===== config.mk =====
export PLATFORM = sky130hd
export DESIGN_NAME = vid_raster_timer
export DESIGN_NICKNAME = d
export VERILOG_FILES = /design/src/rtl/vrt_pkg.sv /design/src/rtl/vrt_mode_decode.sv /design/src/rtl/vrt_tick_accum.sv /design/src/rtl/vrt_line_ctrl.sv /design/src/rtl/vid_raster_timer.sv
export SDC_FILE = /design/constraint.sdc
export NUM_CORES = 1
export LEC_CHECK = 0
export BUFFER_PORTS_ARGS = -buffer_cell sky130_fd_sc_hd__buf_2
export CORE_ASPECT_RATIO = 1.2
export CORE_MARGIN = 2
export CORE_UTILIZATION = 39
export DETAILED_ROUTE_END_ITERATION = 10
export SLEW_MARGIN = 20
export SYNTH_ARGS = -nofsm -noshare
export SYNTH_HDL_FRONTEND = slang
export SYNTH_SLANG_ARGS = --single-unit

===== constraint.sdc =====
create_clock -name clk -period 57.3 [get_ports clk]
set_input_delay 11.46 -clock clk [delete_from_list [all_inputs] [get_ports clk]]
set_output_delay 11.46 -clock clk [all_outputs]
set_load 0.1 [all_outputs]

===== src/rtl/vrt_pkg.sv =====
package vrt_pkg;

  typedef logic [2:0] hmode_t;

  function automatic hmode_t hmode_index(input logic [1:0] lo, input logic hi);
    return {hi, lo};
  endfunction

  function automatic logic [3:0] dot_divider(input hmode_t m);
    case (m)
      3'd0:    return 4'd8;
      3'd1:    return 4'd4;
      3'd2:    return 4'd10;
      3'd3:    return 4'd5;
      default: return 4'd7;
    endcase
  endfunction

  function automatic logic [9:0] nominal_width(input hmode_t m);
    case (m)
      3'd0:    return 10'd256;
      3'd1:    return 10'd320;
      3'd2:    return 10'd512;
      3'd3:    return 10'd630;
      default: return 10'd368;
    endcase
  endfunction

  function automatic logic [8:0] nominal_height(input logic il, input logic tall);
    return (il && tall) ? 9'd480 : 9'd240;
  endfunction

endpackage


===== src/rtl/vrt_mode_decode.sv =====
module vrt_mode_decode #(
  parameter int NTSC_LEN   = 3413,
  parameter int NTSC_LINES = 263,
  parameter int PAL_LEN    = 3406,
  parameter int PAL_LINES  = 314,
  parameter int TICK_W     = 12,
  parameter int LINE_W     = 9,
  parameter int X_W        = 12,
  parameter int Y_W        = 10,
  parameter int VH_W       = Y_W + 1
) (
  input  logic [1:0]        hres_lo,
  input  logic              hres_hi,
  input  logic              vres,
  input  logic              interlace,
  input  logic              pal,
  input  logic [X_W-1:0]    x1,
  input  logic [X_W-1:0]    x2,
  input  logic [Y_W-1:0]    y1,
  input  logic [Y_W-1:0]    y2,
  output logic [3:0]        dot_div,
  output logic [9:0]        nom_w,
  output logic [8:0]        nom_h,
  output logic [X_W-1:0]    vis_w,
  output logic [VH_W-1:0]   vis_h,
  output logic [TICK_W-1:0] line_len,
  output logic [LINE_W-1:0] frame_lines,
  output logic              il480
);
  import vrt_pkg::*;

  function automatic logic [X_W-1:0] span_to_width(input logic [X_W-1:0] lo,
                                                    input logic [X_W-1:0] hi,
                                                    input logic [3:0]     div);
    logic [X_W-1:0] span;
    logic [X_W-1:0] q;
    span = hi - lo;
    q    = span / X_W'(div);
    return (q == '0) ? X_W'(1) : q;
  endfunction

  hmode_t mode_idx;

  always_comb begin
    mode_idx    = hmode_index(hres_lo, hres_hi);
    dot_div     = dot_divider(mode_idx);
    nom_w       = nominal_width(mode_idx);
    nom_h       = nominal_height(interlace, vres);
    il480       = interlace && vres;
    vis_w       = span_to_width(x1, x2, dot_div);
    vis_h       = VH_W'(y2) - VH_W'(y1) + VH_W'(1);
    line_len    = pal ? TICK_W'(PAL_LEN)   : TICK_W'(NTSC_LEN);
    frame_lines = pal ? LINE_W'(PAL_LINES) : LINE_W'(NTSC_LINES);
  end

endmodule


===== src/rtl/vrt_tick_accum.sv =====
module vrt_tick_accum #(
  parameter int NUM    = 11,
  parameter int DEN    = 7,
  parameter int TICK_W = 12
) (
  input  logic              clk,
  input  logic              rst,
  input  logic              cyc_en,
  input  logic [TICK_W-1:0] line_len,
  output logic [TICK_W-1:0] tick_o,
  output logic              line_step
);
  localparam int FRAC_W = $clog2(DEN);
  localparam int SUM_W  = $clog2(NUM + DEN) + 1;

  logic [FRAC_W-1:0] frac_q, frac_n;
  logic [TICK_W-1:0] tick_q, tick_n, adv;
  logic [SUM_W-1:0]  acc_sum;
  logic [TICK_W:0]   tick_sum;

  // NUM/DEN below two lines' worth per cycle: one boundary per cycle at most
  always_comb begin
    acc_sum   = SUM_W'(frac_q) + SUM_W'(NUM);
    adv       = TICK_W'(acc_sum / SUM_W'(DEN));
    frac_n    = FRAC_W'(acc_sum % SUM_W'(DEN));
    tick_sum  = {1'b0, tick_q} + {1'b0, adv};
    line_step = cyc_en && (tick_sum >= {1'b0, line_len});
    tick_n    = line_step ? TICK_W'(tick_sum - {1'b0, line_len}) : TICK_W'(tick_sum);
  end

  always_ff @(posedge clk) begin
    if (rst) begin
      frac_q <= '0;
      tick_q <= '0;
    end else if (cyc_en) begin
      frac_q <= frac_n;
      tick_q <= tick_n;
    end
  end

  assign tick_o = tick_q;

endmodule


===== src/rtl/vrt_line_ctrl.sv =====
module vrt_line_ctrl #(
  parameter int LINE_W = 9,
  parameter int VH_W   = 11
) (
  input  logic              clk,
  input  logic              rst,
  input  logic              line_step,
  input  logic [LINE_W-1:0] frame_lines,
  input  logic [VH_W-1:0]   vis_h,
  input  logic              il480,
  output logic [LINE_W-1:0] line_o,
  output logic              vblank_o,
  output logic              vblank_irq_o,
  output logic              hblank_o,
  output logic              frame_o,
  output logic              field_o,
  output logic              frame_wrap
);
  logic [LINE_W-1:0] line_q, line_n;
  logic [LINE_W:0]   line_inc;
  logic              vb_q, vb_n, field_q, field_n;
  logic              irq_q, hb_q, fr_q;

  always_comb begin
    line_inc   = {1'b0, line_q} + 1'b1;
    frame_wrap = line_step && (line_inc >= {1'b0, frame_lines});
    line_n     = frame_wrap ? '0 : LINE_W'(line_inc);
    vb_n       = VH_W'(line_n) >= vis_h;
    if (il480) field_n = frame_wrap ? ~field_q : field_q;
    else       field_n = line_n[0];
  end

  always_ff @(posedge clk) begin
    if (rst) begin
      line_q  <= '0;
      vb_q    <= 1'b0;
      field_q <= 1'b0;
      irq_q   <= 1'b0;
      hb_q    <= 1'b0;
      fr_q    <= 1'b0;
    end else begin
      hb_q  <= line_step;
      fr_q  <= frame_wrap;
      irq_q <= line_step && vb_n && !vb_q;
      if (line_step) begin
        line_q  <= line_n;
        vb_q    <= vb_n;
        field_q <= field_n;
      end
    end
  end

  assign line_o       = line_q;
  assign vblank_o     = vb_q;
  assign vblank_irq_o = irq_q;
  assign hblank_o     = hb_q;
  assign frame_o      = fr_q;
  assign field_o      = field_q;

endmodule


===== src/rtl/vid_raster_timer.sv =====
module vid_raster_timer #(
  parameter int NUM        = 11,
  parameter int DEN        = 7,
  parameter int NTSC_LEN   = 3413,
  parameter int NTSC_LINES = 263,
  parameter int PAL_LEN    = 3406,
  parameter int PAL_LINES  = 314,
  parameter int TICK_W     = 12,
  parameter int LINE_W     = 9,
  parameter int X_W        = 12,
  parameter int Y_W        = 10
) (
  input  logic              clk,
  input  logic              rst,
  input  logic              cyc_en,
  input  logic [1:0]        hres_lo,
  input  logic              hres_hi,
  input  logic              vres,
  input  logic              interlace,
  input  logic              pal,
  input  logic [X_W-1:0]    x1,
  input  logic [X_W-1:0]    x2,
  input  logic [Y_W-1:0]    y1,
  input  logic [Y_W-1:0]    y2,
  output logic [TICK_W-1:0] tick_o,
  output logic [LINE_W-1:0] line_o,
  output logic              vblank_o,
  output logic              vblank_irq_o,
  output logic              hblank_o,
  output logic              frame_o,
  output logic              field_o,
  output logic [3:0]        dot_div_o,
  output logic [9:0]        nom_w_o,
  output logic [8:0]        nom_h_o,
  output logic [X_W-1:0]    vis_w_o,
  output logic [Y_W:0]      vis_h_o
);
  localparam int VH_W      = Y_W + 1;
  localparam int MAX_LEN   = (NTSC_LEN > PAL_LEN) ? NTSC_LEN : PAL_LEN;
  localparam int MAX_LINES = (NTSC_LINES > PAL_LINES) ? NTSC_LINES : PAL_LINES;

  // internal events, named for the bound checker
  logic [TICK_W-1:0] line_len;
  logic [LINE_W-1:0] frame_lines;
  logic              il480;
  logic              line_step;
  logic              frame_wrap;

  vrt_mode_decode #(
    .NTSC_LEN(NTSC_LEN), .NTSC_LINES(NTSC_LINES), .PAL_LEN(PAL_LEN), .PAL_LINES(PAL_LINES),
    .TICK_W(TICK_W), .LINE_W(LINE_W), .X_W(X_W), .Y_W(Y_W), .VH_W(VH_W)
  ) u_mode (
    .hres_lo(hres_lo), .hres_hi(hres_hi), .vres(vres), .interlace(interlace), .pal(pal),
    .x1(x1), .x2(x2), .y1(y1), .y2(y2),
    .dot_div(dot_div_o), .nom_w(nom_w_o), .nom_h(nom_h_o), .vis_w(vis_w_o), .vis_h(vis_h_o),
    .line_len(line_len), .frame_lines(frame_lines), .il480(il480)
  );

  vrt_tick_accum #(.NUM(NUM), .DEN(DEN), .TICK_W(TICK_W)) u_tick (
    .clk(clk), .rst(rst), .cyc_en(cyc_en), .line_len(line_len),
    .tick_o(tick_o), .line_step(line_step)
  );

  vrt_line_ctrl #(.LINE_W(LINE_W), .VH_W(VH_W)) u_line (
    .clk(clk), .rst(rst), .line_step(line_step), .frame_lines(frame_lines),
    .vis_h(vis_h_o), .il480(il480),
    .line_o(line_o), .vblank_o(vblank_o), .vblank_irq_o(vblank_irq_o),
    .hblank_o(hblank_o), .frame_o(frame_o), .field_o(field_o), .frame_wrap(frame_wrap)
  );

endmodule


Word-level counts from Yosys, hierarchy flattened
Index checks and enable logic that the tools add are counted.
- equality and inequality tests: 4
- bitwise gates (word level): 1
- magnitude comparators: 3
- $add $sub $neg: 7
- mux-type cells: 10
- div/mod/pow operators: 3
- reductions and logical operators: 9
- operators by type and width (kind ; number):
    10-bit one-hot mux with 4 select lines ; 1
    12-bit 2-to-1 mux ; 2
    12-bit subtractor ; 2
    9-bit 2-to-1 mux ; 2
    4-bit one-hot mux with 4 select lines ; 1
    12-bit by 12-bit adder with 13-bit output ; 1
    13-bit by 12-bit >= comparator with 1-bit output ; 1
    12-bit by 4-bit divider with 12-bit output ; 1
    6-bit by 3-bit divider with 12-bit output (second input constant) ; 1
    12-bit logical NOT ; 1
    11-bit by 1-bit adder with 11-bit output (second input constant) ; 1
    9-bit by 11-bit >= comparator with 1-bit output ; 1
    10-bit by 10-bit subtractor with 11-bit output ; 1
    9-bit by 1-bit adder with 10-bit output (second input constant) ; 1
    10-bit by 9-bit >= comparator with 1-bit output ; 1
    3-bit by 2-bit equality test with 1-bit output (second input constant) ; 2
    6-bit by 3-bit modulo with 6-bit output (second input constant) ; 1
    6-bit 2-to-1 mux ; 1
    3-bit by 4-bit adder with 5-bit output (second input constant) ; 1
    1-bit logical AND ; 5
    5-bit 2-to-1 mux ; 1
    3-bit by 1-bit equality test with 1-bit output (second input constant) ; 1
    3-bit logical NOT ; 1
    1-bit 2-to-1 mux ; 2
    other kinds (4) ; 4
- register bits after elaboration: 29
- bits of input ports: 53
- output and inout bits: 72

Logic depth before layout (Yosys ltp)
Gate-level depths: netlist of run 1.
- word-level depth: 10
- depth in mapped cells: 104
- gate-level depth less buffers: 102

Modules after synthesis
From an unflattened synthesis of run 1, not the netlist that was laid out.
- cells, all modules: 1021
- area, all modules: 7564.8 um^2
- by module, submodules not included (module ; times used ; sequential area each (um^2) ; cells an instance ; area each (um^2)):
    vrt_mode_decode ; 1 ; 0.0 ; 585 ; 4215.3
    vrt_tick_accum ; 1 ; 300.3 ; 279 ; 2069.5
    vrt_line_ctrl ; 1 ; 280.3 ; 157 ; 1280.0

Worst setup path after synthesis of run 1
OpenSTA, ideal clock, no wires.
- path kind: input-to-output
- from: input x1[6]
- to: output vis_w_o[0]
- required time: 45.840 ns
- stages: 99
- path slack: 14.389 ns
- path buffers: 2
- arrival: 31.451 ns
- path through: inv_1 > ha_1 > a21oi_1 > o21ai_0 > or2_2 > o221ai_1 > inv_1 > ha_1 > o21ai_2 > a21o_2 > inv_2 > buf_4 > o21bai_1 > ha_1 > o21ai_1 > a21oi_1 > a21oi_1 > inv_1 > [... 63 more ...] > o21a_1 > o21a_1 > o21ai_0 > nand2b_1 > nor4bb_1 > nand4_1 > or2_1 > buf_6 > nor2_1 > a21oi_1 > ha_1 > a21oi_1 > nor2b_1 > o21ai_0 > nand2b_1 > a2111oi_0 > a211oi_1 > a211o_1
- cells in the longest elaborated chain, start to end: 4
- RTL lines (item ; line ; source):
    from (decl) ; vid_raster_timer.sv:21 ; input logic [X_W-1:0] x1,
    12-bit subtractor * ; vrt_mode_decode.sv:37 ; span = hi - lo;
    12-bit by 4-bit divider with 12-bit output * ; vrt_mode_decode.sv:38 ; q = span / X_W'(div);
    12-bit logical NOT ; vrt_mode_decode.sv:39 ; return (q == '0) ? X_W'(1) : q;
    12-bit 2-to-1 mux * ; vrt_mode_decode.sv:39 ;
    to (decl) ; vid_raster_timer.sv:35 ; output logic [X_W-1:0] vis_w_o,
Mark *: on every way between the ends. The rest lies on a longest branch, timed or not.

Worst setup path after layout of run 1
Ends and elaborated chain as after synthesis.

==> results of run 1 <==
## cell usage in the layout, fill, tap and decap left out, types with 10 or more instances in the layout
master / count
sky130_fd_sc_hd__nor3_1: 28
sky130_fd_sc_hd__ha_1: 101
sky130_fd_sc_hd__nand3_1: 26
sky130_fd_sc_hd__mux2i_1: 13
sky130_fd_sc_hd__o21ai_0: 31
sky130_fd_sc_hd__or2_2: 12
sky130_fd_sc_hd__a21o_1: 13
sky130_fd_sc_hd__nand4_1: 10
sky130_fd_sc_hd__o21a_1: 21
sky130_fd_sc_hd__a21oi_1: 64
sky130_fd_sc_hd__buf_2: 112
sky130_fd_sc_hd__dfxtp_1: 29
sky130_fd_sc_hd__or3_1: 10
sky130_fd_sc_hd__nand2_1: 64
sky130_fd_sc_hd__and3_1: 13
sky130_fd_sc_hd__inv_1: 70
sky130_fd_sc_hd__xnor2_1: 38
sky130_fd_sc_hd__conb_1: 12
sky130_fd_sc_hd__o211ai_1: 10
sky130_fd_sc_hd__nor2b_1: 21
sky130_fd_sc_hd__xor2_1: 25
sky130_fd_sc_hd__nand2b_1: 16
sky130_fd_sc_hd__nor2_1: 100
## synthesized netlist by cell type, types with 9 or more instances
| master | count |
|---|---|
| sky130_fd_sc_hd__o211ai_1 | 10 |
| sky130_fd_sc_hd__nor2b_1 | 21 |
| sky130_fd_sc_hd__nor2_1 | 100 |
| sky130_fd_sc_hd__nor3_1 | 28 |
| sky130_fd_sc_hd__dfxtp_1 | 29 |
| sky130_fd_sc_hd__or2_2 | 12 |
| sky130_fd_sc_hd__ha_1 | 101 |
| sky130_fd_sc_hd__mux2i_1 | 13 |
| sky130_fd_sc_hd__a31oi_1 | 9 |
| sky130_fd_sc_hd__o21bai_1 | 9 |
| sky130_fd_sc_hd__nand3_1 | 26 |
| sky130_fd_sc_hd__buf_4 | 18 |
| sky130_fd_sc_hd__or3_1 | 10 |
| sky130_fd_sc_hd__nand4_1 | 10 |
| sky130_fd_sc_hd__xor2_1 | 25 |
| sky130_fd_sc_hd__nand2_1 | 64 |
| sky130_fd_sc_hd__o21ai_0 | 32 |
| sky130_fd_sc_hd__inv_1 | 70 |
| sky130_fd_sc_hd__and3_1 | 13 |
| sky130_fd_sc_hd__o21a_1 | 21 |
| sky130_fd_sc_hd__a21oi_1 | 64 |
| sky130_fd_sc_hd__clkbuf_1 | 17 |
| sky130_fd_sc_hd__a21o_1 | 13 |
| sky130_fd_sc_hd__xnor2_1 | 38 |
| sky130_fd_sc_hd__nand2b_1 | 16 |
## metrics by stage
stage | hold WS (ps) | util, % | std cells
finish | 456.6 | 44.91 | 1234
global route | 487.3 | 44.91 | 1234
CTS | 460.3 | 44.91 | 1234
detailed placement | 443.0 | 43.88 | 1226
global placement | 446.0 | 43.88 | 1226
floorplan | 542.1 | - | 934
## layer usage
layer	share of wire (%)	global-route usage (%)	vias up
met5	0	0	-
met1	47	23.76	3004
met3	3.7	2.006	6
li1	-	-	3480
met4	0.64	2.921	0
met2	49	32.80	124
## worst min path at each step
stage / startpoint / slack [ps] / cells after the start / to
4_1_cts: u_line.vblank_o$_SDFFE_PP0P_ / 460 / 1 / u_line.vblank_irq_o$_SDFF_PP0_
5_1_grt: u_line.vblank_o$_SDFFE_PP0P_ / 490 / 1 / u_line.vblank_irq_o$_SDFF_PP0_
3_3_place_gp: u_line.vblank_o$_SDFFE_PP0P_ / 450 / 1 / u_line.vblank_irq_o$_SDFF_PP0_
2_1_floorplan: u_tick.frac_q[2]$_SDFFE_PP0P_ / 540 / 2 / u_tick.frac_q[2]$_SDFFE_PP0P_
6_report: u_line.vblank_o$_SDFFE_PP0P_ / 460 / 1 / u_line.vblank_irq_o$_SDFF_PP0_
3_5_place_dp: u_line.vblank_o$_SDFFE_PP0P_ / 440 / 1 / u_line.vblank_irq_o$_SDFF_PP0_
## logic make-up (layout without fill, tap and decap cells)
kind of cell             after synthesis  after routing  share of synthesized area, %
AND/OR/NAND/NOR                      335            335                         25.03
other                                  2             12                        0.1116
AO/OA/AOI/OAI                        249            249                         26.06
flip-flops                            29             29                         8.629
adder cells (fa/ha/maj)              105            105                         19.97
multiplexers                          25             25                         4.370
XOR/XNOR                              63             63                         8.202
buffers and inverters                116            200                         7.625
## sequential cells by signal, summed over array words and instances, names as in the netlist
signal and flops:
u_line.vblank_irq_o 1, u_tick.tick_o 12, u_line.frame_o 1, u_line.line_o 9
u_line.vblank_o 1, u_tick.frac_q 3, u_line.field_o 1, u_line.hblank_o 1
## area by class of cell
cell class	instances	share of cell area, %
Clock buffer	7	1.885
Clock inverter	1	0.3968
Inverter	77	3.819
Multi-Input combinational cell	789	74.95
Sequential cell	29	7.672
Tap cell	216	3.571
Timing Repair Buffer	115	7.705
## worst reg2reg max path: cells and delay by family (launching register included)
kind / cells / cell delay (ps)
buffers and inverters: 2 / 150
flip-flops: 1 / 420
AND/OR/NAND/NOR: 15 / 2160
AO/OA/AOI/OAI: 19 / 2940
adder cells (fa/ha/maj): 7 / 2160
==> summary.md, run 1 <==
| Metric | Value |
|---|---|
| Wire length of the first global-routing pass | `28.21 mm` |
| Arr. time, crit path | `31700 ps` |
| Count of H-tree levels built during CTS | `2` |
| Synthesized instance count | `924` |
| Layout cell share with drive strength beyond 1 | `a little under a fifth` |
| Clock-pin slew of the registers on the worst-case setup and hold paths | `around 50 ps` |
| Run status | `finished, final reports clean` |
| Synth top area cells | `sky130_fd_sc_hd__ha_1 19%, sky130_fd_sc_hd__dfxtp_1 8.6%, sky130_fd_sc_hd__nor2_1 5.6%` |
| FILL cells | `1778` |
| Async set or reset register ratio after synthesis | `0%` |
| Reg2Reg Launch Point | `u_tick.frac_q[0]$_SDFFE_PP0P_` |
| CP max stage delay | `450 ps` |
| Number of top-level pins | `125` |
| Worst-Margin Slew | `820.7 ps` |
| Standard cell core area | `~17000 sq um` |
| Register bit total from synthesis | `29` |
| Die Width | `123.9 microns` |
| Final number of hold-violating endpoints | `0` |
| Sum Neg Setup Slack | `0 ps` |
| Destination of the critical timing path | `vis_w_o[0]` |
| # nets final | `between 1000 and 1500` |
| Endpoint type of the worst setup path | `output pin` |
| Highest clock frequency the design can meet | `about 23 MHz` |
| Antenna violations before repair | `0` |
| Area of the die | `18320 sq um` |
| Critical path start-end classification | `in2out` |
| CTS tree | `done` |
| RSZ-0062 raised after global routing | `false` |
| Per-instance average area after synthesis | `7.281 sq um` |
| Die extent in y | `147.9 microns` |
| Family with the most delay on the worst path | `compound AO/OA/AOI/OAI gates` |
| Post-route fraction of the period consumed by the critical path | `75.33%` |
| Area share of the largest cell type after synthesis | `18.78%` |
| Violation count after the first detailed-routing iteration | `314` |
| Hold-fix buffer count after cts | `0` |
| Post-synth design cell area | `roughly 6700 sq um` |
| Final WS setup | `14140 ps` |
| Buffer count from post-CTS setup fixing | `0` |
| Clock root buffer | `sky130_fd_sc_hd__clkbuf_16` |
| Non-Filler Cell Area, Final | `7567 sq um` |
| CTS buffer count | `5` |
| Global-route usage over all layers | `18.31%` |
| Slowest CP cell | `sky130_fd_sc_hd__a21oi_1` |
| Total clock sinks | `29` |
| Syn-to-layout area delta | `12.48%` |
| Relative slew slack | `45.20%` |
| Depth of the critical timing path with buffers and inverters included | `98` |
| Leading register cell type out of synthesis | `sky130_fd_sc_hd__dfxtp_1` |
| Capture instance of the worst register-to-register path | `u_line.vblank_o$_SDFFE_PP0P_` |
| Via density per instance | `5.360` |
| Final HPWL DP | `14.04 mm` |
| Seq/Total Area, Yosys | `8.629%` |
| Number of nets with antenna violations after detailed routing | `0` |
| Category of the worst setup path launch point | `primary input` |
| Count of pins over their slew limit | `0` |
| Count of standard-cell rows | `52` |
| WL per Instance | `between 10 and 15 microns` |
| Number of antenna repair diodes | `0` |
| Global route total overflow | `0` |
| R2R depth | `between 40 and 50` |
| Clock skew | `12.62 ps` |
| Critical path required time | `45840 ps` |
| Worst-case setup slack after placement | `14310 ps` |
| Largest area contributor in the synthesized netlist | `sky130_fd_sc_hd__ha_1` |
| Worst setup startpoint | `x1[6]` |
| Most frequent cell on the critical path | `sky130_fd_sc_hd__o21a_1` |
| WL final | `16.86 mm` |
| Maximum fanout along the worst path | `11` |
| Pin count of the biggest net entering global routing | `29` |
| Area taken by flip-flops and latches | `about 580 sq um` |
| Cell variety after synth | `95` |
| Clock latency of the later-clocked register in the worst-skew pair | `280 ps` |
| Initial standard-cell utilization of the core | `39.92%` |
| Number of endpoints failing setup at the final stage | `0` |
| Cell area after placement | `7395 sq um` |
| Number of synthesis warnings | `0` |
| Min cycle time layout | `43160 ps` |
| Total number of vias | `6614` |
| R2R setup slack | `49360 ps` |
| Number of buffers and inverters on the critical path | `11` |
| Routability cong. | `between 0.8 and 0.9` |
| Port buffer count | `112` |
| Clock Tree Buf Depth | `2` |
| Area of combinational cells with multiple inputs | `5672 sq um` |
| # Max-Cap Violations | `0` |
| Number of global-route vias before repair | `6150` |
| CTS resizes | `0` |
| DRT Pass-1 Iters | `5` |
| EDFF count, synth | `0` |
| Hold crit path type | `reg2reg` |
| DRC Markers | `0` |
Power of run 1 is not shown: default switching activity piles up to over one toggle a cycle in this logic, so the estimate is an artifact.
==> run 2: changes to the inputs <==
==> constraint.sdc (replaced) <==
create_clock -name clk -period 44.4 [get_ports clk]
set_input_delay 8.88 -clock clk [delete_from_list [all_inputs] [get_ports clk]]
set_output_delay 8.88 -clock clk [all_outputs]
set_load 0.1 [all_outputs]
==> run 2 against run 1 <==
Against the previous run: die area is the same; critical path type unchanged; final cell count is the same; hold slack gained 1.6 ps.
==> summary.md, run 2 (synthesis gave the netlist of run 1 again) <==
| Metric | Value |
|---|---|
| Violation count after the first detailed-routing iteration | `309 (was 314)` |
| Number of endpoints failing setup at the final stage | `0 (unchanged)` |
| Grt peak-use layer | `met2 (unchanged)` |
| Cell area after placement | `7395 sq um (unchanged)` |
| Port buffer count | `112 (unchanged)` |
| RSZ-0062 raised after global routing | `false (unchanged)` |
| Non-Filler Cell Area, Final | `7537 sq um (was 7567 sq um)` |
| Pin count of the biggest net entering global routing | `29 (unchanged)` |
| Min cycle time layout | `approximately 38000 ps` |
| Endpoint type of the worst setup path | `output pin (unchanged)` |
| Post-route fraction of the period consumed by the critical path | `between 80% and 90%` |
| Routability cong. | `0.8841 (was 0.8838)` |
| Via density per instance | `5.400 (was 5.360)` |
| Count of pins over their slew limit | `0 (unchanged)` |
| Wire length of the first global-routing pass | `27.92 mm (was 28.21 mm)` |
| CTS buffer count | `5 (unchanged)` |
| Hold-fix buffer count after cts | `0 (unchanged)` |
| Number of standard cells in the final layout excluding fillers | `1234 (unchanged)` |
| Die extent in y | `147.9 microns (unchanged)` |
| Syn-to-layout area delta | `12.03% (was 12.48%)` |
| Area of the die | `18320 sq um (unchanged)` |
| CP max stage delay | `430 ps (was 450 ps)` |
| Clock skew | `10.19 ps (was 12.62 ps)` |
| Clock Tree Buf Depth | `2 (unchanged)` |
| Count of standard-cell rows | `52 (unchanged)` |
| Global route total overflow | `0 (unchanged)` |
| Final HPWL DP | `13.84 mm (was 14.04 mm)` |
| Number of top-level pins | `125 (unchanged)` |
| Most frequent cell on the critical path | `sky130_fd_sc_hd__o21a_1 (unchanged)` |
| Critical path start-end classification | `in2out (unchanged)` |
| DRT Pass-1 Iters | `5 (unchanged)` |
| CTS resizes | `0 (unchanged)` |
| Global-route track usage on met1 | `23.60% (was 23.76%)` |
| Sum Neg Setup Slack | `0 ps (unchanged)` |
| Total number of vias | `6664 (was 6614)` |
| Number of nets with antenna violations after detailed routing | `0 (unchanged)` |
| WL per Instance | `13.60 microns (was 13.66 microns)` |
| Most common library cell in the layout ignoring fill and taps | `sky130_fd_sc_hd__buf_2 (unchanged)` |
| Buffer count from post-CTS setup fixing | `0 (unchanged)` |
| Relative slew slack | `45.19% (was 45.20%)` |
| WL final | `16.78 mm (was 16.86 mm)` |
| Worst-Margin Slew | `820.8 ps (was 820.7 ps)` |
| Layout cell share with drive strength beyond 1 | `18.47% (was 18.37%)` |
| Number of instances in the placed design | `1226 (unchanged)` |
| Initial standard-cell utilization of the core | `39.92% (unchanged)` |
| CTS tree | `done (unchanged)` |
| Hold crit path type | `reg2reg (unchanged)` |
| Clock-pin slew of the registers on the worst-case setup and hold paths | `60 ps (was 50 ps)` |
| Highest clock frequency the design can meet | `26.32 MHz` |
| Antenna violations before repair | `0 (unchanged)` |
| Total clock sinks | `29 (unchanged)` |
| Run status | `finished, final reports clean (unchanged)` |
| Met2 Track Usage GR | `32.25% (was 32.80%)` |
| Arr. time, crit path | `29110 ps (was 31700 ps)` |
| Slowest CP cell | `sky130_fd_sc_hd__a21oi_1 (unchanged)` |
| DRC Markers | `0 (unchanged)` |
| Flip-flop count of the largest register, all copies and words added | `12 (unchanged)` |
| Critical path required time | `35520 ps (was 45840 ps)` |
| Die Width | `123.9 microns (unchanged)` |
| Standard cell core area | `16850 sq um (unchanged)` |
| Number of antenna repair diodes | `0 (unchanged)` |
| # Max-Cap Violations | `0 (unchanged)` |
| Count of H-tree levels built during CTS | `2 (unchanged)` |
| Clock latency of the later-clocked register in the worst-skew pair | `280 ps (about the same)` |
| Clock root buffer | `sky130_fd_sc_hd__clkbuf_16 (unchanged)` |
| Global-route usage over all layers | `18.09% (was 18.31%)` |
| Category of the worst setup path launch point | `primary input (unchanged)` |
| Highest-count cells in the layout ignoring fill and taps | `112 x sky130_fd_sc_hd__buf_2, 101 x sky130_fd_sc_hd__ha_1, 100 x sky130_fd_sc_hd__nor2_1 (unchanged)` |
| M3 GR Usage | `2.392% (was 2.006%)` |
| Maximum fanout along the worst path | `11 (unchanged)` |
| # nets final | `1175 (unchanged)` |
| Final-layout worst hold slack | `458.2 ps (was 456.6 ps)` |
| Number of global-route vias before repair | `6088 (was 6150)` |
| Final number of hold-violating endpoints | `0 (unchanged)` |
## run 2: cell count changes in the layout (fill, tap and decap cells not counted), sizes merged
cell	change
clkinvlp	+1
bufinv	-1
clkbuf	-2
clkinv	+2
## run 2: area by class of cell
type	instances	area, sq um
clock buffer	5	125.1
fill	1745	9314
multi-input combinational	789	5672
tap	216	270.3
timing repair buffer	115	583.1
sequential	29	580.6
inverter	77	289.0
clock inverter	3	17.52
## run 2: worst max-delay path, delay by kind of cell
family,cells,cell delay (ps)
AOI/OAI and AO/OA,46,9400
and+or+nand+nor,30,5940
adders and majority gates,11,3230
buffers and inverters,11,1310
muxes,1,300
## run 2: stage by stage
step	utilization, %	setup WS [ps]
floorplan	-	6649
global placement	43.88	6996
detailed placement	43.88	6499
CTS	44.73	6449
global route	44.73	4258
finish	44.73	6412
## run 2: path summary, 6_finish.rpt
path | from | to | slack (ps) | depth (start not counted)
min | u_line.vblank_o$_SDFFE_PP0P_ | u_line.vblank_irq_o$_SDFF_PP0_ | 460 | 1
min reg2reg | u_line.vblank_o$_SDFFE_PP0P_ | u_line.vblank_irq_o$_SDFF_PP0_ | 460 | 1
max | x1[6] | vis_w_o[0] | 6410 | 99
max reg2reg | u_tick.frac_q[0]$_SDFFE_PP0P_ | u_line.vblank_o$_SDFFE_PP0P_ | 36510 | 43
## run 2: routing by layer
metal,share of wire (%),routed length [microns]
met5,0,0
met4,0.45,76
met3,3.8,642
met1,47,7965
met2,48,8093
Power of run 2 is left out for the same reason.
==> run 3: changes to the inputs <==
--- a/config.mk
+++ b/config.mk
@@ -5,12 +5,14 @@
 export SDC_FILE = /design/constraint.sdc
 export NUM_CORES = 1
 export LEC_CHECK = 0
-export BUFFER_PORTS_ARGS = -buffer_cell sky130_fd_sc_hd__buf_2
 export CORE_ASPECT_RATIO = 1.2
 export CORE_MARGIN = 2
 export CORE_UTILIZATION = 39
 export DETAILED_ROUTE_END_ITERATION = 10
+export DONT_BUFFER_PORTS = 1
+export SKIP_LAST_GASP = 1
 export SLEW_MARGIN = 20
 export SYNTH_ARGS = -nofsm -noshare
 export SYNTH_HDL_FRONTEND = slang
+export SYNTH_HIERARCHICAL = 1
 export SYNTH_SLANG_ARGS = --single-unit
==> run 3 against run 2 <==
Against the previous run: sequential share of layout area decreased by 0.42 points; count of clock-buffer cells in the layout unchanged; global-route usage increased by 0.82 points; final cell count increased by 2.0%; synthesized cell count increased by 10%; critical path type unchanged; highest routed layer unchanged.
==> summary.md, run 3 <==
| Metric | Value |
|---|---|
| Arr. time, crit path | `30820 ps (was 29110 ps)` |
| FILL cells | `1953 (was 1745)` |
| Via density per instance | `5.618 (was 5.400)` |
| Port buffer count | `0 (was 112)` |
| Area of the die | `20530 sq um (was 18320 sq um)` |
| Count of standard-cell rows | `55 (was 52)` |
| Wire length of the first global-routing pass | `32.89 mm (was 27.92 mm)` |
| Capture instance of the worst register-to-register path | `u_line/vblank_o$_SDFFE_PP0P_ (was u_line.vblank_o$_SDFFE_PP0P_)` |
| Die extent in y | `156.6 microns (was 147.9 microns)` |
| Hold endpoint | `u_line/line_o[3]$_SDFFE_PP0P_ (was u_line.vblank_irq_o$_SDFF_PP0_)` |
| Initial standard-cell utilization of the core | `39.97% (was 39.92%)` |
| Hold crit path type | `reg2reg (unchanged)` |
| Min cycle time layout | `39700 ps (was 37990 ps)` |
| DRT Pass-1 Iters | `5 (unchanged)` |
| Clock-pin slew of the registers on the worst-case setup and hold paths | `50 ps (was 60 ps)` |
| Number of global-route vias before repair | `6778 (was 6088)` |
| # nets final | `1173 (was 1175)` |
| DRC Markers | `0 (unchanged)` |
| Critical path start-end classification | `in2out (unchanged)` |
| R2R depth | `34 (was 43)` |
| Sum Neg Setup Slack | `0 ps (unchanged)` |
| Largest area contributor in the synthesized netlist | `sky130_fd_sc_hd__ha_1 (unchanged)` |
| Final HPWL DP | `16.13 mm (was 13.84 mm)` |
| Clock skew | `3.032 ps (was 10.19 ps)` |
| Worst-Margin Slew | `1189 ps (was 820.8 ps)` |
| Run status | `finished, final reports clean (unchanged)` |
| Commonest cells post-synth | `114 x sky130_fd_sc_hd__ha_1, 108 x sky130_fd_sc_hd__inv_1, 75 x sky130_fd_sc_hd__nor2_1, 67 x sky130_fd_sc_hd__a21oi_1, 67 x sky130_fd_sc_hd__nand2_1 (was 101 x sky130_fd_sc_hd__ha_1, 100 x sky130_fd_sc_hd__nor2_1, 70 x sky130_fd_sc_hd__inv_1, 64 x sky130_fd_sc_hd__a21oi_1, 64 x sky130_fd_sc_hd__nand2_1)` |
| Clock latency of the later-clocked register in the worst-skew pair | `280 ps (about the same)` |
| # Max-Cap Violations | `0 (unchanged)` |
| Cells on Worst Hold Path | `2 (was 1)` |
| Utilization of the core after routing | `42.12% (was 44.73%)` |
| Area of combinational cells with multiple inputs | `6311 sq um (was 5672 sq um)` |
| Async set or reset register ratio after synthesis | `0% (unchanged)` |
| Area share of the largest cell type after synthesis | `18.86% (was 18.78%)` |
| M3 GR Usage | `2.721% (was 2.392%)` |
| CTS tree | `done (unchanged)` |
| Die Width | `131.1 microns (was 123.9 microns)` |
| Highest-count cells in the layout ignoring fill and taps | `114 x sky130_fd_sc_hd__ha_1, 107 x sky130_fd_sc_hd__inv_1, 73 x sky130_fd_sc_hd__nor2_1 (was 112 x sky130_fd_sc_hd__buf_2, 101 x sky130_fd_sc_hd__ha_1, 100 x sky130_fd_sc_hd__nor2_1)` |
| Layout cell share with drive strength beyond 1 | `9.771% (was 18.47%)` |
| Global-route usage over all layers | `18.91% (was 18.09%)` |
| Syn-to-layout area delta | `5.359% (was 12.03%)` |
| Total clock sinks | `29 (unchanged)` |
| Number of buffers and inverters on the critical path | `8 (was 11)` |
| EDFF count, synth | `0 (unchanged)` |
| Endpoint type of the worst setup path | `output pin (unchanged)` |
| WL final | `20.01 mm (was 16.78 mm)` |
| Flip-flop count of the largest register, all copies and words added | `12 (unchanged)` |
| Count of pins over their slew limit | `0 (unchanged)` |
| Most frequent cell after synthesis | `sky130_fd_sc_hd__ha_1 (unchanged)` |
| Number of top-level pins | `125 (unchanged)` |
| Total number of vias | `7073 (was 6664)` |
| Number of nets with antenna violations after detailed routing | `0 (unchanged)` |
| Standard cell core area | `18920 sq um (was 16850 sq um)` |
| Critical path required time | `35520 ps (about the same)` |
| Final-layout worst hold slack | `458.5 ps (was 458.2 ps)` |
| Clock root buffer | `sky130_fd_sc_hd__clkbuf_16 (unchanged)` |
| Number of synthesis warnings | `6 (was 0)` |
| Cell variety after synth | `106 (was 95)` |
| Routability cong. | `0.8831 (was 0.8841)` |
| WL per Instance | `15.89 microns (was 13.60 microns)` |
| CTS buffer count | `5 (unchanged)` |
| RSZ-0062 raised after global routing | `false (unchanged)` |
| Post-synth design cell area | `7565 sq um (was 6728 sq um)` |
| Global route total overflow | `0 (unchanged)` |
| Clock Tree Buf Depth | `2 (unchanged)` |
| Grt peak-use layer | `met2 (unchanged)` |
| Synthesized instance count | `1021 (was 924)` |
| Area taken by flip-flops and latches | `580.6 sq um (unchanged)` |
| R2R setup slack | `35530 ps (was 36510 ps)` |
| Seq/Total Area, Yosys | `7.674% (was 8.629%)` |
| Violation count after the first detailed-routing iteration | `401 (was 309)` |
| Global-route track usage on met1 | `23.82% (was 23.60%)` |
| Most common library cell in the layout ignoring fill and taps | `sky130_fd_sc_hd__ha_1 (was sky130_fd_sc_hd__buf_2)` |
| Highest clock frequency the design can meet | `25.19 MHz (was 26.32 MHz)` |
| Startpoint of the lowest-slack hold path | `u_line/line_o[3]$_SDFFE_PP0P_ (was u_line.vblank_o$_SDFFE_PP0P_)` |
| Reg2Reg Launch Point | `u_tick/frac_q[0]$_SDFFE_PP0P_ (was u_tick.frac_q[0]$_SDFFE_PP0P_)` |
| Number of antenna repair diodes | `0 (unchanged)` |
| Antenna violations before repair | `0 (unchanged)` |
| Pin count of the biggest net entering global routing | `32 (was 29)` |
| Hold-fix buffer count after cts | `0 (unchanged)` |
| Count of H-tree levels built during CTS | `2 (unchanged)` |
| Number of endpoints failing setup at the final stage | `0 (unchanged)` |
| Buffer count from post-CTS setup fixing | `0 (unchanged)` |
| Met2 Track Usage GR | `33.83% (was 32.25%)` |
| Per-instance average area after synthesis | `7.409 sq um (was 7.281 sq um)` |
| CP max stage delay | `600 ps (was 430 ps)` |
| Relative slew slack | `20.55% (was 45.19%)` |
| Final number of hold-violating endpoints | `0 (unchanged)` |
| Maximum fanout along the worst path | `14 (was 11)` |
| Leading register cell type out of synthesis | `sky130_fd_sc_hd__dfxtp_1 (unchanged)` |
| Post-route fraction of the period consumed by the critical path | `89.42% (was 85.56%)` |
| Family with the most delay on the worst path | `compound AO/OA/AOI/OAI gates (unchanged)` |
| Register bit total from synthesis | `29 (unchanged)` |
| Most frequent cell on the critical path | `sky130_fd_sc_hd__ha_1 (was sky130_fd_sc_hd__o21a_1)` |
| Category of the worst setup path launch point | `primary input (unchanged)` |
| CTS resizes | `0 (unchanged)` |
| Synth top area cells | `sky130_fd_sc_hd__ha_1 19%, sky130_fd_sc_hd__dfxtp_1 7.7%, sky130_fd_sc_hd__inv_1 5.4% (was sky130_fd_sc_hd__ha_1 19%, sky130_fd_sc_hd__dfxtp_1 8.6%, sky130_fd_sc_hd__nor2_1 5.6%)` |
| Slowest CP cell | `sky130_fd_sc_hd__o31ai_1 (was sky130_fd_sc_hd__a21oi_1)` |
run 3: metrics by stage:
| step | worst slack [ps] | instance area [sq um] | cells |
|---|---|---|---|
| floorplan | 4413 | 7647 | 1043 |
| global placement | 5632 | 7769 | 1251 |
| detailed placement | 4973 | 7769 | 1251 |
| CTS | 4879 | 7959 | 1259 |
| global route | 2969 | 7970 | 1259 |
| finish | 4699 | 7970 | 1259 |
run 3: logic make-up after synthesis:
logic type / count (synthesis) / share of synthesized area [%]
mux: 26 / 3.920
other cells: 2 / 0.09928
buf+inv: 179 / 11.35
fa+ha+maj: 118 / 19.91
simple gates: 327 / 22.51
compound gates: 280 / 27.49
flops: 29 / 7.675
xor+xnor: 60 / 7.046
run 3: final cells by class:
cell class                 instances  area share (%)
timing repair buffer              19           1.790
sequential                        29           7.284
inverter                         112           5.338
clock buffer                       5           1.570
multi-input combinational        835           79.18
clock inverter                     3          0.8163
tap                              256           4.019
run 3: metal layers:
layer	vias up	wire (microns)
met5	-	0
met4	0	413
met1	3259	8969
met2	184	9666
li1	3602	-
met3	28	960
run 3: tightest hold or removal path, stage by stage, from the launching register on:
cell,delay [ps]
sky130_fd_sc_hd__dfxtp_1,310
sky130_fd_sc_hd__nand2_1,60
sky130_fd_sc_hd__a21oi_1,50
run 3: worst max-delay path by stage:
stage | start | end | slack [ps] | cells past startpoint
floorplan | hres_lo[0] | vis_w_o[0] | 4410 | 88
global placement | x2[0] | vis_w_o[0] | 5630 | 92
detailed placement | x2[0] | vis_w_o[0] | 4970 | 92
CTS | x2[0] | vis_w_o[0] | 4880 | 92
global route | x2[0] | vis_w_o[0] | 2970 | 92
finish | x2[0] | vis_w_o[0] | 4700 | 91
Power of run 3 is left out for the same reason.
